**src/rtl/cid_pkg.sv**
```systemverilog
package cid_pkg;

    localparam int BYTE_W = 8;

    typedef enum logic [2:0] {
        PH_SEIZE = 3'd0,
        PH_MARK  = 3'd1,
        PH_BYTE  = 3'd2,
        PH_DATA  = 3'd3,
        PH_STOP  = 3'd4
    } phase_e;

    // phase entered when a preamble part of the given length would begin
    function automatic phase_e skip_empty(input logic seize_zero, input logic mark_zero,
                                          input logic at_seize);
        if (at_seize && !seize_zero) return PH_SEIZE;
        if (!mark_zero)              return PH_MARK;
        return PH_BYTE;
    endfunction

endpackage

```
**src/rtl/cid_byte_fifo.sv**
```systemverilog
module cid_byte_fifo #(
    parameter int DEPTH = 48,
    localparam int LVL_W = $clog2(DEPTH + 1),
    localparam int PTR_W = $clog2(DEPTH)
) (
    input  logic                      clk,
    input  logic                      rst,
    input  logic                      push,
    input  logic [cid_pkg::BYTE_W-1:0] push_data,
    input  logic                      pop,
    input  logic                      flush,
    output logic [cid_pkg::BYTE_W-1:0] head,
    output logic                      empty,
    output logic                      full,
    output logic                      ovf_evt,
    output logic [LVL_W-1:0]          level
);
    logic [cid_pkg::BYTE_W-1:0] mem [DEPTH];
    logic [PTR_W-1:0] wr_ptr, rd_ptr;
    logic             take, accept;

    assign empty   = (level == '0);
    assign full    = (level == LVL_W'(DEPTH));
    assign take    = pop && !empty;
    assign accept  = push && (!full || take) && !flush;
    assign ovf_evt = push && full && !take && !flush;
    assign head    = mem[rd_ptr];

    function automatic logic [PTR_W-1:0] bump(input logic [PTR_W-1:0] p);
        return (p == PTR_W'(DEPTH - 1)) ? '0 : p + 1'b1;
    endfunction

    always_ff @(posedge clk) begin
        if (accept) mem[wr_ptr] <= push_data;
    end

    always_ff @(posedge clk) begin
        if (rst || flush) begin
            wr_ptr <= '0;
            rd_ptr <= '0;
            level  <= '0;
        end else begin
            if (accept) wr_ptr <= bump(wr_ptr);
            if (take)   rd_ptr <= bump(rd_ptr);
            case ({accept, take})
                2'b10:   level <= level + 1'b1;
                2'b01:   level <= level - 1'b1;
                default: level <= level;
            endcase
        end
    end
endmodule

```
**src/rtl/cid_serializer.sv**
```systemverilog
module cid_serializer
    import cid_pkg::*;
#(
    parameter int PRE_W = 8
) (
    input  logic              clk,
    input  logic              rst,
    input  logic              enable,
    input  logic              auto_stop,
    input  logic              frame_en,
    input  logic [PRE_W-1:0]  seize_len,
    input  logic [PRE_W-1:0]  mark_len,
    input  logic              bit_tick,
    input  logic              buf_empty,
    input  logic [BYTE_W-1:0] buf_head,
    output logic              pop,
    output logic              flush,
    output logic              start,
    output logic              unf_evt,
    output logic              active,
    output logic              tx_bit
);
    localparam int BIT_CW = $clog2(BYTE_W);

    phase_e            phase;
    logic [PRE_W-1:0]  pre_cnt;
    logic [BIT_CW-1:0] bit_cnt;
    logic [BYTE_W-1:0] shreg;
    logic              en_q;
    logic              step, abort, at_byte;

    assign start   = enable && !en_q && !active;
    assign step    = active && bit_tick;
    assign abort   = step && !enable && !auto_stop;
    assign at_byte = step && !abort && (phase == PH_BYTE);
    assign pop     = at_byte && !buf_empty;
    assign unf_evt = at_byte && buf_empty && enable;
    assign flush   = abort;

    always_ff @(posedge clk) begin
        if (rst) begin
            en_q    <= 1'b0;
            active  <= 1'b0;
            tx_bit  <= 1'b1;
            phase   <= PH_BYTE;
            pre_cnt <= '0;
            bit_cnt <= '0;
            shreg   <= '0;
        end else begin
            en_q <= enable;
            if (start) begin
                active  <= 1'b1;
                tx_bit  <= 1'b1;
                pre_cnt <= '0;
                bit_cnt <= '0;
                phase   <= frame_en ? skip_empty(seize_len == '0, mark_len == '0, 1'b1)
                                    : PH_BYTE;
            end else if (abort) begin
                active <= 1'b0;
                tx_bit <= 1'b1;
                phase  <= PH_BYTE;
            end else if (step) begin
                unique case (phase)
                    PH_SEIZE: begin
                        tx_bit <= pre_cnt[0];
                        if (pre_cnt == seize_len - 1'b1) begin
                            pre_cnt <= '0;
                            phase   <= skip_empty(1'b1, mark_len == '0, 1'b0);
                        end else begin
                            pre_cnt <= pre_cnt + 1'b1;
                        end
                    end
                    PH_MARK: begin
                        tx_bit <= 1'b1;
                        if (pre_cnt == mark_len - 1'b1) begin
                            pre_cnt <= '0;
                            phase   <= PH_BYTE;
                        end else begin
                            pre_cnt <= pre_cnt + 1'b1;
                        end
                    end
                    PH_BYTE: begin
                        if (!buf_empty) begin
                            phase <= PH_DATA;
                            if (frame_en) begin
                                tx_bit  <= 1'b0;
                                shreg   <= buf_head;
                                bit_cnt <= '0;
                            end else begin
                                tx_bit  <= buf_head[0];
                                shreg   <= buf_head >> 1;
                                bit_cnt <= BIT_CW'(1);
                            end
                        end else begin
                            tx_bit <= 1'b1;
                            if (!enable) active <= 1'b0;
                        end
                    end
                    PH_DATA: begin
                        tx_bit <= shreg[0];
                        shreg  <= shreg >> 1;
                        if (bit_cnt == BIT_CW'(BYTE_W - 1)) begin
                            bit_cnt <= '0;
                            phase   <= frame_en ? PH_STOP : PH_BYTE;
                        end else begin
                            bit_cnt <= bit_cnt + 1'b1;
                        end
                    end
                    PH_STOP: begin
                        tx_bit <= 1'b1;
                        phase  <= PH_BYTE;
                    end
                    default: phase <= PH_BYTE;
                endcase
            end
        end
    end
endmodule

```
**src/rtl/cid_irq_flags.sv**
```systemverilog
module cid_irq_flags #(
    parameter int LVL_W = 6
) (
    input  logic             clk,
    input  logic             rst,
    input  logic             start,
    input  logic             active,
    input  logic             enable,
    input  logic [LVL_W-1:0] level,
    input  logic [LVL_W-1:0] req_size,
    input  logic             ovf_evt,
    input  logic             unf_evt,
    output logic             irq_req,
    output logic             irq_underflow,
    output logic             irq_overflow
);
    assign irq_req = active && enable && (level <= req_size);

    always_ff @(posedge clk) begin
        if (rst || start) begin
            irq_underflow <= 1'b0;
            irq_overflow  <= 1'b0;
        end else if (active) begin
            if (unf_evt) irq_underflow <= 1'b1;
            if (ovf_evt) irq_overflow  <= 1'b1;
        end
    end
endmodule

```
**src/rtl/cid_sender.sv**
```systemverilog
module cid_sender #(
    parameter int DEPTH = 48,
    parameter int PRE_W = 8,
    localparam int LVL_W = $clog2(DEPTH + 1)
) (
    input  logic             clk,
    input  logic             rst,
    input  logic             wr_en,
    input  logic [7:0]       wr_data,
    input  logic             enable,
    input  logic             auto_stop,
    input  logic             frame_en,
    input  logic [LVL_W-1:0] req_size,
    input  logic [PRE_W-1:0] seize_len,
    input  logic [PRE_W-1:0] mark_len,
    input  logic             bit_tick,
    output logic             tx_bit,
    output logic             tx_valid,
    output logic             active,
    output logic             irq_req,
    output logic             irq_underflow,
    output logic             irq_overflow
);
    logic [7:0]       head;
    logic             empty, full, ovf_evt, unf_evt;
    logic             pop, flush, start;
    logic [LVL_W-1:0] fill_level;

    cid_byte_fifo #(.DEPTH(DEPTH)) fifo_i (
        .clk(clk), .rst(rst), .push(wr_en), .push_data(wr_data),
        .pop(pop), .flush(flush), .head(head), .empty(empty),
        .full(full), .ovf_evt(ovf_evt), .level(fill_level)
    );

    cid_serializer #(.PRE_W(PRE_W)) ser_i (
        .clk(clk), .rst(rst), .enable(enable), .auto_stop(auto_stop),
        .frame_en(frame_en), .seize_len(seize_len), .mark_len(mark_len),
        .bit_tick(bit_tick), .buf_empty(empty), .buf_head(head),
        .pop(pop), .flush(flush), .start(start), .unf_evt(unf_evt),
        .active(active), .tx_bit(tx_bit)
    );

    cid_irq_flags #(.LVL_W(LVL_W)) flags_i (
        .clk(clk), .rst(rst), .start(start), .active(active),
        .enable(enable), .level(fill_level), .req_size(req_size),
        .ovf_evt(ovf_evt), .unf_evt(unf_evt), .irq_req(irq_req),
        .irq_underflow(irq_underflow), .irq_overflow(irq_overflow)
    );

    assign tx_valid = active;
endmodule

```
**config.mk**
```make
export PLATFORM = sky130hd
export DESIGN_NAME = cid_sender
export DESIGN_NICKNAME = d
export VERILOG_FILES = /design/src/rtl/cid_pkg.sv /design/src/rtl/cid_byte_fifo.sv /design/src/rtl/cid_serializer.sv /design/src/rtl/cid_irq_flags.sv /design/src/rtl/cid_sender.sv
export SDC_FILE = /design/constraint.sdc
export NUM_CORES = 1
export LEC_CHECK = 0
export ABC_AREA = 1
export BUFFER_PORTS_ARGS = -buffer_cell sky130_fd_sc_hd__buf_4
export CORE_MARGIN = 8
export CORE_UTILIZATION = 52
export DETAILED_ROUTE_END_ITERATION = 16
export PLACE_DENSITY = 0.75
export RECOVER_POWER = 50
export SYNTH_ARGS = -nofsm -noshare
export SYNTH_HDL_FRONTEND = slang
export SYNTH_SLANG_ARGS = --single-unit
```
**constraint.sdc**
```tcl
create_clock -name clk -period 3.74 [get_ports clk]
set_clock_uncertainty 0.05 [all_clocks]
set_input_delay 1.122 -clock clk [delete_from_list [all_inputs] [get_ports clk]]
set_output_delay 1.122 -clock clk [all_outputs]
set_load 0.005 [all_outputs]
```
---- After elaboration in Yosys (flattened, before gate mapping) ----
Memory sizes are Yosys's and may differ from the RTL's. A register that Yosys moved wholly into a read port is not among the register bits.
Cells that the tools add are included.
storage, ports and cells
  memories kept ........................... 1
  memory bits (writable) .................. 384
  bits in registers ....................... 45
  output and inout bits ................... 6
memory list
  name        words  bits a word  rd ports  clocked after memory_dff  wr ports  line                 source
  fifo_i.mem  48     8            1         1                         1         cid_byte_fifo.sv:18  logic [cid_pkg::BYTE_W-1:0] mem [DEPTH];
cells by class
  reduce and logical (&&, ||, !) cells .... 51
  equality and inequality tests ........... 18
  magnitude comparators ................... 1
  mux-type cells .......................... 55
  bitwise logic cells ..................... 2
  add/subtract/negate cells ............... 8
operators with widths
  operator             count
  $mux 3               17
  $mux 8               4
  $pmux 8 s2           2
  $mux 1               24
  $mux 6               4
  $add 6x1->6 const B  3
  $eq 6x6->1 const B   3
  $logic_and 1x1->1    18
  $eq 8x8->1           2
  $logic_not 8->1      2
  $sub 8x1->8 const B  2
  $ne 4x2->1 const B   3
  $pmux 3 s4           1
  $pmux 6 s2           1
  $reduce_and 5->1     2
  $reduce_bool 3->1    3
  $add 8x1->8 const B  1
  $logic_not 1->1      8
  $reduce_and 4->1     2
  $eq 3x2->1 const B   2
  $eq 3x3->1 const B   2
  $le 6x6->1           1
  $logic_not 6->1      1
  $pmux 3 s2           1
  18 further kinds     26

---- Logic depth before layout (Yosys ltp) ----
Gate-level depths: netlist of run 1.
  depth in word-level cells ............... 14
  mapped depth ............................ 19
  depth with buffers taken out ............ 19

---- Cells and area by module ----
From an unflattened synthesis of run 1, not the netlist that was laid out.
unflattened totals
  cells, all modules ...................... 1866
  area, all modules ....................... 19210.9 sq um
modules (own cells, without submodules)
  module          seq. area each (sq um)  area an instance (sq um)  cells each  instances
  cid_byte_fifo   12011.5                 16931.2                   1493        1
  cid_serializer  500.5                   2004.4                    331         1
  cid_irq_flags   40.0                    267.8                     41          1
  cid_sender      0.0                     7.5                       1           1

---- Least setup slack after synthesis of run 1 ----
OpenSTA, ideal clock, no wires.
  path kind ............................... input-to-reg
  from .................................... input port bit_tick
  to ...................................... register fifo_i.level[4]
  setup time .............................. 122 ps
  cell stages on the path ................. 18
  slack ................................... 357 ps
  required time ........................... 3568 ps
  arrival ................................. 3211 ps
  path through ............................ nand2_2 > inv_2 > nand3b_4 > nand2_1 > nor2_2 > nand2_2 > nand2_2 > nand3_4 > ha_1 > clkbuf_2 > xor2_1 > ha_1 > or2_2 > nand2_1 > a21oi_1 > a21oi_1 > xor2_1 > a21oi_1
on the way
  word-level cells in the longest chain between the ends .. 13
  elaborated cells between the ends (all ways) .. 16
  classes of those cells .................. 2 x eq/ne; 1 x mux; 13 x reduce/logical
RTL lines
  what                                             line                                       source
  start, declared                                  cid_sender.sv:16                           input logic bit_tick,
  $logic_and 1x1->1 (*)                            cid_serializer.sv:33                       assign step = active && bit_tick;
  $logic_and 1x1->1 (2 in series)                  cid_serializer.sv:34                       assign abort = step && !enable && !auto_stop;
  $logic_not 1->1                                  cid_byte_fifo.sv:25, cid_serializer.sv:35
  $logic_and 1x1->1 (2 in series)                  cid_serializer.sv:35                       assign at_byte = step && !abort && (phase == PH_BYTE);
  $logic_and 1x1->1                                cid_serializer.sv:36                       assign pop = at_byte && !buf_empty;
  $logic_and 1x1->1                                cid_byte_fifo.sv:24                        assign take = pop && !empty;
  $logic_or 1x1->1                                 cid_byte_fifo.sv:25                        assign accept = push && (!full || take) && !flush;
  $logic_and 1x1->1 (2 in series)                  cid_byte_fifo.sv:25
  $eq 2x1->1 or $eq 2x2->1 (tied branches)         cid_byte_fifo.sv:45                        case ({accept, take})
  $pmux 6 s2 or $reduce_bool 2->1 (tied branches)  --
  end signal, assigned                             cid_byte_fifo.sv:46                        2'b10: level <= level + 1'b1;
  end signal, assigned                             cid_byte_fifo.sv:47                        2'b01: level <= level - 1'b1;
  end signal, assigned                             cid_byte_fifo.sv:48                        default: level <= level;
  end, declared                                    cid_byte_fifo.sv:16                        output logic [LVL_W-1:0] level
Mark *: on every way between the ends. The rest lies on a longest branch, timed or not.
A chain may end at the register's enable or synchronous reset.

---- Final worst setup path of run 1 ----
  from .................................... input port req_size[5]
  to ...................................... output port irq_req
on the way
  word-level cells in the longest chain between the ends .. 2
RTL lines
  what               line                 source
  start, declared    cid_sender.sv:13     input logic [LVL_W-1:0] req_size,
  $le 6x6->1         cid_irq_flags.sv:17  assign irq_req = active && enable && (level <= req_size);
  $logic_and 1x1->1  cid_irq_flags.sv:17
  end, declared      cid_sender.sv:20     output logic irq_req,
No other way between the ends.

==> reports/metrics.yaml, run 1 <==
floorplanning:
  start_util_pct: 52.5
  rows: 70
  design.core.area_um2: 36400
  design.die.area_um2: 43200
  ios: 43
  die_x_um: 208
  chipHeight_um: 208
sta:
  min_period_ps: 3450
  slew_viol_final: 392
  hold_violations: 0
  max_freq_ghz: 0.290
  final-setup-viol-count: 0
  timing.hold.ws_ps: 411
  rsz0062_at_grt: "false"
  maxSlewHeadroom_pct: -75.3
  setup_tns_ps: 0
  finalCritPeriodShare_pct: 92.4
  worst_slew_pin_slew_ps: 2630
cells_and_area:
  syn2layout_area_growth_pct: 11.6
  seq_area_um2: 12600
  drive_gt1_share_pct: 9.37
  fillCellCount: 2871
  fin_area_um2: 21300
  multi_input_area_um2: 5680
  nNetsFinal: 1934
  antenna_cells: 0
route:
  drt_iter0_markers: 1558
  vias_per_cell: 5.65
  antenna_left: 0
  routed_wl_um: 43200
  drc_errors: 0
  wl_per_cell_um: 18.2
  num_vias: 13450
  dr.pass1.iters: 6
run_status:
  outcome: "finished, violations left"
  violations: "max-capacitance violations, max-slew violations"
global_route:
  grt_pass1_vias: 13073
  grt_overflow: 0
  grt_pass1_wl_um: 68200
  antenna_found_initial: 0
  gr-usage-all-layers_pct: 19.6
  grt_max_degree: 193
synth:
  synth_fp_nets: 1872
  yosys_most_used_dff: "edfxtp_1"
  synth-edff-count: 384
  async_reset_ff_share_pct: 0
  seq_area_frac_synth_pct: 65.6
  synth_area_um2: 19100
  synth.distinct_cells: 48
  ys_ff_latch: 435
  syn-mean-instance-area_um2: 10.5
  synthCells: 1818
  ys_warn_count: 0
clocking:
  clockBufferDepth: 3
  postCtsResizedCells: 0
  clk_latency_ps: 550
  cts-root-buf: "clkbuf_16"
  htree_levels: 2
  cts_tree: "built"
  cts_sinks: 435
  cts_setup_buffers: 0
  cts_hold_buffers: 0
  cts.clk_slew.worst_paths_ps: 60
  cts_made_buffers: 44
run:
  drv_cap: 8
place:
  place.gp.congestion: 0.890
  placed_area_um2: 20100
  dp_hpwl_um: 26200
  numPortBuffers: 42
hold_path:
  hold_class: "register to register"
worst_setup_path:
  crit_required_ps: 2570
  path_class: "input port to output pin"
  worstSetupStartpointType: "input port"
  cp_max_fo: 2
  worstPathArrival_ps: 2280
  worstSetupEndpointType: "output pin"
power:
  ir_drop_mv: 0.404
  cellPowerDensity_nw_per_um2: 480
  power_leakage_nw: 7.95
==> per-stage QoR <==
| step | utilization, % | total power, W | worst slack [ps] | cells |
|---|---|---|---|---|
| floorplan | - | 0.00593 | 357 | 1818 |
| global placement | 55.0 | 0.00617 | 195 | 2302 |
| detailed placement | 55.0 | 0.00619 | 112 | 2302 |
| CTS | 58.7 | 0.0103 | 283 | 2379 |
| global route | 58.6 | 0.0106 | 108 | 2379 |
| finish | 58.6 | 0.0103 | 286 | 2379 |
==> power breakdown <==
group	switching (W)	internal, W	leakage, nW
logic	0.000532	0.000211	3.42
clock network	0.00174	0.00240	0.657
registers	0.0000346	0.00533	3.87
total	0.00231	0.00794	7.95
==> per-layer routing <==
layer	up-vias	share of wire, %	GRT usage (%)
met5	-	0	0
met3	88	7.3	2.84
met2	542	48	33.1
li1	6443	-	-
met4	0	3.0	7.42
met1	6377	41	25.5
==> placed cells by master (no fill, tap or decap), drive strengths merged, types with 4 or more instances in the layout <==
| master | n |
|---|---|
| o22ai | 4 |
| nor2 | 207 |
| inv | 102 |
| clkbuf | 72 |
| nand3 | 275 |
| a211oi | 4 |
| ha | 17 |
| o211ai | 36 |
| xor2 | 11 |
| nor3 | 12 |
| clkinv | 16 |
| nand4 | 17 |
| edfxtp | 384 |
| o21ai | 103 |
| a21oi | 46 |
| dfxtp | 51 |
| nand2 | 443 |
| buf | 89 |
==> worst max-delay path, cell delays in order <==
cell and delay [ps]:
buf_4 80, inv_1 30, ha_1 280, nand2_1 50
inv_1 60, nand3_1 90, nand3b_1 180, a211oi_1 240
buf_4 150
==> flip-flops by register name, indices dropped and copies added (netlist names), named ones only <==
signal and flops:
ser_i.pre_cnt 8, flags_i.irq_underflow 1, fifo_i.mem 384, fifo_i.wr_ptr 6, ser_i.shreg 8, flags_i.irq_overflow 1, ser_i.en_q 1, ser_i.tx_bit 1
fifo_i.rd_ptr 6, ser_i.phase 3, ser_i.bit_cnt 3, fifo_i.level 6, ser_i.active 1
==> synth_stat cells, types with 2 or more instances <==
cell type / number / area [um2]
xnor2_1: 3 / 26.3
buf_4: 4 / 30.0
nor3_1: 12 / 60.1
clkbuf_1: 23 / 86.3
a31oi_1: 2 / 12.5
or2_1: 2 / 12.5
a21oi_1: 46 / 230
o21ai_0: 80 / 400
nand2_1: 437 / 1640
dfxtp_1: 51 / 1020
inv_1: 95 / 357
nor2_1: 202 / 758
inv_2: 4 / 15.0
nor2_2: 4 / 25.0
nand4_4: 7 / 149
a211oi_1: 4 / 30.0
xor2_1: 11 / 96.3
o211ai_1: 36 / 270
buf_1: 6 / 22.5
o21ai_1: 23 / 115
buf_6: 9 / 101
nand4_1: 9 / 56.3
o22ai_1: 4 / 25.0
nand3_1: 274 / 1370
ha_1: 17 / 213
edfxtp_1: 384 / 11500
buf_2: 44 / 220
nand2_2: 5 / 31.3
==> cell families (layout without fill, tap and decap cells) <==
| kind of cell | Yosys count | count (layout) | synth area share (%) |
|---|---|---|---|
| DFF | 435 | 435 | 65.6 |
| and+or+nand+nor | 964 | 964 | 22.2 |
| AOI/OAI and AO/OA | 197 | 197 | 5.75 |
| xor gates and xnor gates | 15 | 15 | 0.759 |
| buffers and inverters | 190 | 283 | 4.61 |
| adders and majority gates | 17 | 17 | 1.11 |
==> path summary, 6_finish.rpt <==
| path | from | end | slack (ps) | depth (start not counted) |
|---|---|---|---|---|
| hold reg to reg | flags_i.irq_underflow$_SDFFE_PP0P_ | flags_i.irq_underflow$_SDFFE_PP0P_ | 410 | 2 |
| hold / removal | flags_i.irq_underflow$_SDFFE_PP0P_ | flags_i.irq_underflow$_SDFFE_PP0P_ | 410 | 2 |
| setup reg to reg | ser_i.active$_SDFFE_PP0P_ | fifo_i.level[4]$_SDFFE_PP0P_ | 580 | 17 |
| setup / recovery | req_size[5] | irq_req | 290 | 9 |
==> layout make-up <==
cell class,count,share of cell area (%)
Multi-Input combinational cell,1193,26.6
Inverter,101,1.79
Clock buffer,56,5.47
Sequential cell,435,58.9
Timing Repair Buffer,105,3.69
Clock inverter,21,0.838
Tap cell,468,2.74
No activity file was read; power rests on OpenSTA's default activity.
==> run 2: changes to the inputs <==
--- a/config.mk
+++ b/config.mk
@@ -14,4 +14,5 @@
 export RECOVER_POWER = 50
 export SYNTH_ARGS = -nofsm -noshare
 export SYNTH_HDL_FRONTEND = slang
+export SYNTH_HIERARCHICAL = 1
 export SYNTH_SLANG_ARGS = --single-unit
==> run 2 against run 1 <==
Against the previous run: the run still ends with max-capacitance violations, max-slew violations left; total power grew 0.68%; sequential share of layout area fell by 0.62 points; sequential cell count unchanged; non-clock buffer count rose by 15; area after synthesis up 0.41%; register-to-register slack improved by 150 ps; synthesized cell count is 2.6% higher; critical path depth shrank 8; global-route usage increased by 1.9 points; fmax grew 2.4%; critical path type is now input port to register; critical endpoint is now fifo_i/mem[13][7]$_DFFE_PP_; highest routed layer unchanged.
==> reports/metrics.yaml, run 2 <==
synth:
  yosys.area_share.simple_pct: 23.0
  syn-mean-instance-area_um2: 10.3
  seq_area_frac_synth_pct: 65.3
  yosys_most_used_dff: "edfxtp_1"
  ys_ff_latch: 435
  async_reset_ff_share_pct: 0
  yosysMostFrequentCell: "nand2_1"
  synth.distinct_cells: 47
  synth_area_um2: 19200
  synth_top_family_by_area: "simple AND/OR/NAND/NOR gates"
  yosys.area.top_type: "edfxtp_1"
  synth_top_cell_area_share_pct: 60.0
  muxShareOfSynthArea_pct: 0
  synthTopCellsByCount: "nand2_1, edfxtp_1, nand3_1"
  synth-compound-area-share_pct: 5.08
  synth_adder_area_share_pct: 1.11
  synth_fp_nets: 1920
  synthCells: 1866
  synth_xor_area_share_pct: 0.684
  synth_area_leaders: "edfxtp_1, nand2_1, nand3_1"
  synth-edff-count: 384
  ys_warn_count: 6
run_status:
  outcome: "finished, violations left"
  violations: "max-capacitance violations, max-slew violations"
worst_setup_path:
  path_class: "input port to register"
  path_delay_family: "buffers and inverters"
  worstSetupStartpointType: "input port"
  critPathBufInv: 1
  max_stage_delay_ps: 2050
  slowest_stage: "clkbuf_1"
  crit_chain: "clkbuf_1"
  worstPathArrival_ps: 3240
  crit_required_ps: 3600
  worstSetupEndpointType: "register"
  cp_max_fo: 48
global_route:
  grt_pass1_wl_um: 74200
  gr-usage-all-layers_pct: 21.5
  grt_pass1_vias: 13731
  antenna_found_initial: 0
  grt_max_degree: 193
  grt_overflow: 0
clocking:
  cts_tree: "built"
  clk_latency_ps: 540
  cts-root-buf: "clkbuf_16"
  postCtsResizedCells: 0
  cts_sinks: 435
  clockBufferDepth: 3
  cts_made_buffers: 43
  cts_hold_buffers: 0
  cts_setup_buffers: 0
  cts.clk_slew.worst_paths_ps: 60
  htree_levels: 2
cells_and_area:
  nNetsFinal: 2000
  fillCellCount: 2933
  antenna_cells: 0
  drive_gt1_share_pct: 10.2
  top_register: "fifo_i/mem"
  syn2layout_area_growth_pct: 12.3
  multi_input_area_um2: 5730
  seq_area_um2: 12600
  final_cell_mix: "nand2_1, edfxtp_1, nand3_1"
  largestRegisters: "fifo_i/mem (384), ser_i/pre_cnt (8), ser_i/shreg (8)"
  largest_reg_flops: 384
  layout_commonest_cell: "nand2_1"
floorplanning:
  start_util_pct: 52.6
  ios: 43
  design.core.area_um2: 36500
  rows: 70
  design.die.area_um2: 43400
  die_x_um: 208
  chipHeight_um: 208
route:
  drc_errors: 0
  vias_per_cell: 5.73
  dr.pass1.iters: 6
  wl_per_cell_um: 19.3
  routed_wl_um: 47300
  num_vias: 14003
  drt_iter0_markers: 1556
  antenna_left: 0
sta:
  max_freq_ghz: 0.296
  maxSlewHeadroom_pct: -97.1
  slew_viol_final: 343
  final-setup-viol-count: 0
  min_period_ps: 3370
  finalCritPeriodShare_pct: 90.2
  timing.hold.ws_ps: 421
  worst_slew_pin_slew_ps: 2960
  setup_tns_ps: 0
  rsz0062_at_grt: "false"
  hold_violations: 0
power:
  ir_drop_mv: 0.401
  power_leakage_nw: 8.12
  cellPowerDensity_nw_per_um2: 479
place:
  place.gp.congestion: 0.883
  numPortBuffers: 42
  dp_hpwl_um: 28900
hold_path:
  hold_class: "register to register"
run:
  drv_cap: 7
==> run 2: worst paths after layout <==
kind                                                      to  slack, ps  cells past startpoint                        start
worst max-delay path             fifo_i/mem[13][7]$_DFFE_PP_        370                      1                   wr_data[7]
worst min register to register   ser_i/shreg[7]$_SDFFE_PP0P_        420                      2  ser_i/shreg[7]$_SDFFE_PP0P_
worst max register to register  fifo_i/level[4]$_SDFFE_PP0P_        730                     17  ser_i/phase[1]$_SDFFE_PP1P_
worst min-delay path             ser_i/shreg[7]$_SDFFE_PP0P_        420                      2  ser_i/shreg[7]$_SDFFE_PP0P_
==> run 2: metal layers <==
metal  up-vias  GRT usage (%)  routed length, um
met5         -              0                  0
met2       632           36.0              22800
met3       104           3.07               3850
li1       6582              -                  -
met1      6685           28.5              19200
met4         0           7.32               1350
==> run 2: cell type report <==
type | count | area share [%]
Multi-Input combinational cell | 1227 | 26.6
Tap cell | 468 | 2.71
Timing Repair Buffer | 120 | 4.16
Clock buffer | 60 | 5.63
Sequential cell | 435 | 58.2
Clock inverter | 16 | 0.603
Inverter | 119 | 2.10
==> run 2: power breakdown <==
part	total (W)	switching, W	internal, W
registers	0.00537	0.0000379	0.00533
clock network	0.00413	0.00173	0.00240
logic	0.000821	0.000579	0.000242
total	0.0103	0.00235	0.00797
==> run 2: through the flow <==
stage	instance area, um2	instances	setup slack [ps]	power, W	utilization [%]
after floorplan	19200	1866	497	0.00597	-
after global placement	20300	2369	269	0.00625	55.5
after detailed placement	20300	2369	210	0.00628	55.5
after CTS	21600	2445	506	0.0104	59.2
after global routing	21600	2445	260	0.0106	59.1
final	21600	2445	366	0.0103	59.1
==> run 2: cell families (layout without fill, tap and decap cells) <==
family | count (synthesis) | after routing
fa+ha+maj | 17 | 17
xor+xnor | 15 | 15
buf+inv | 204 | 315
compound gates | 165 | 165
simple gates | 1030 | 1030
flops | 435 | 435
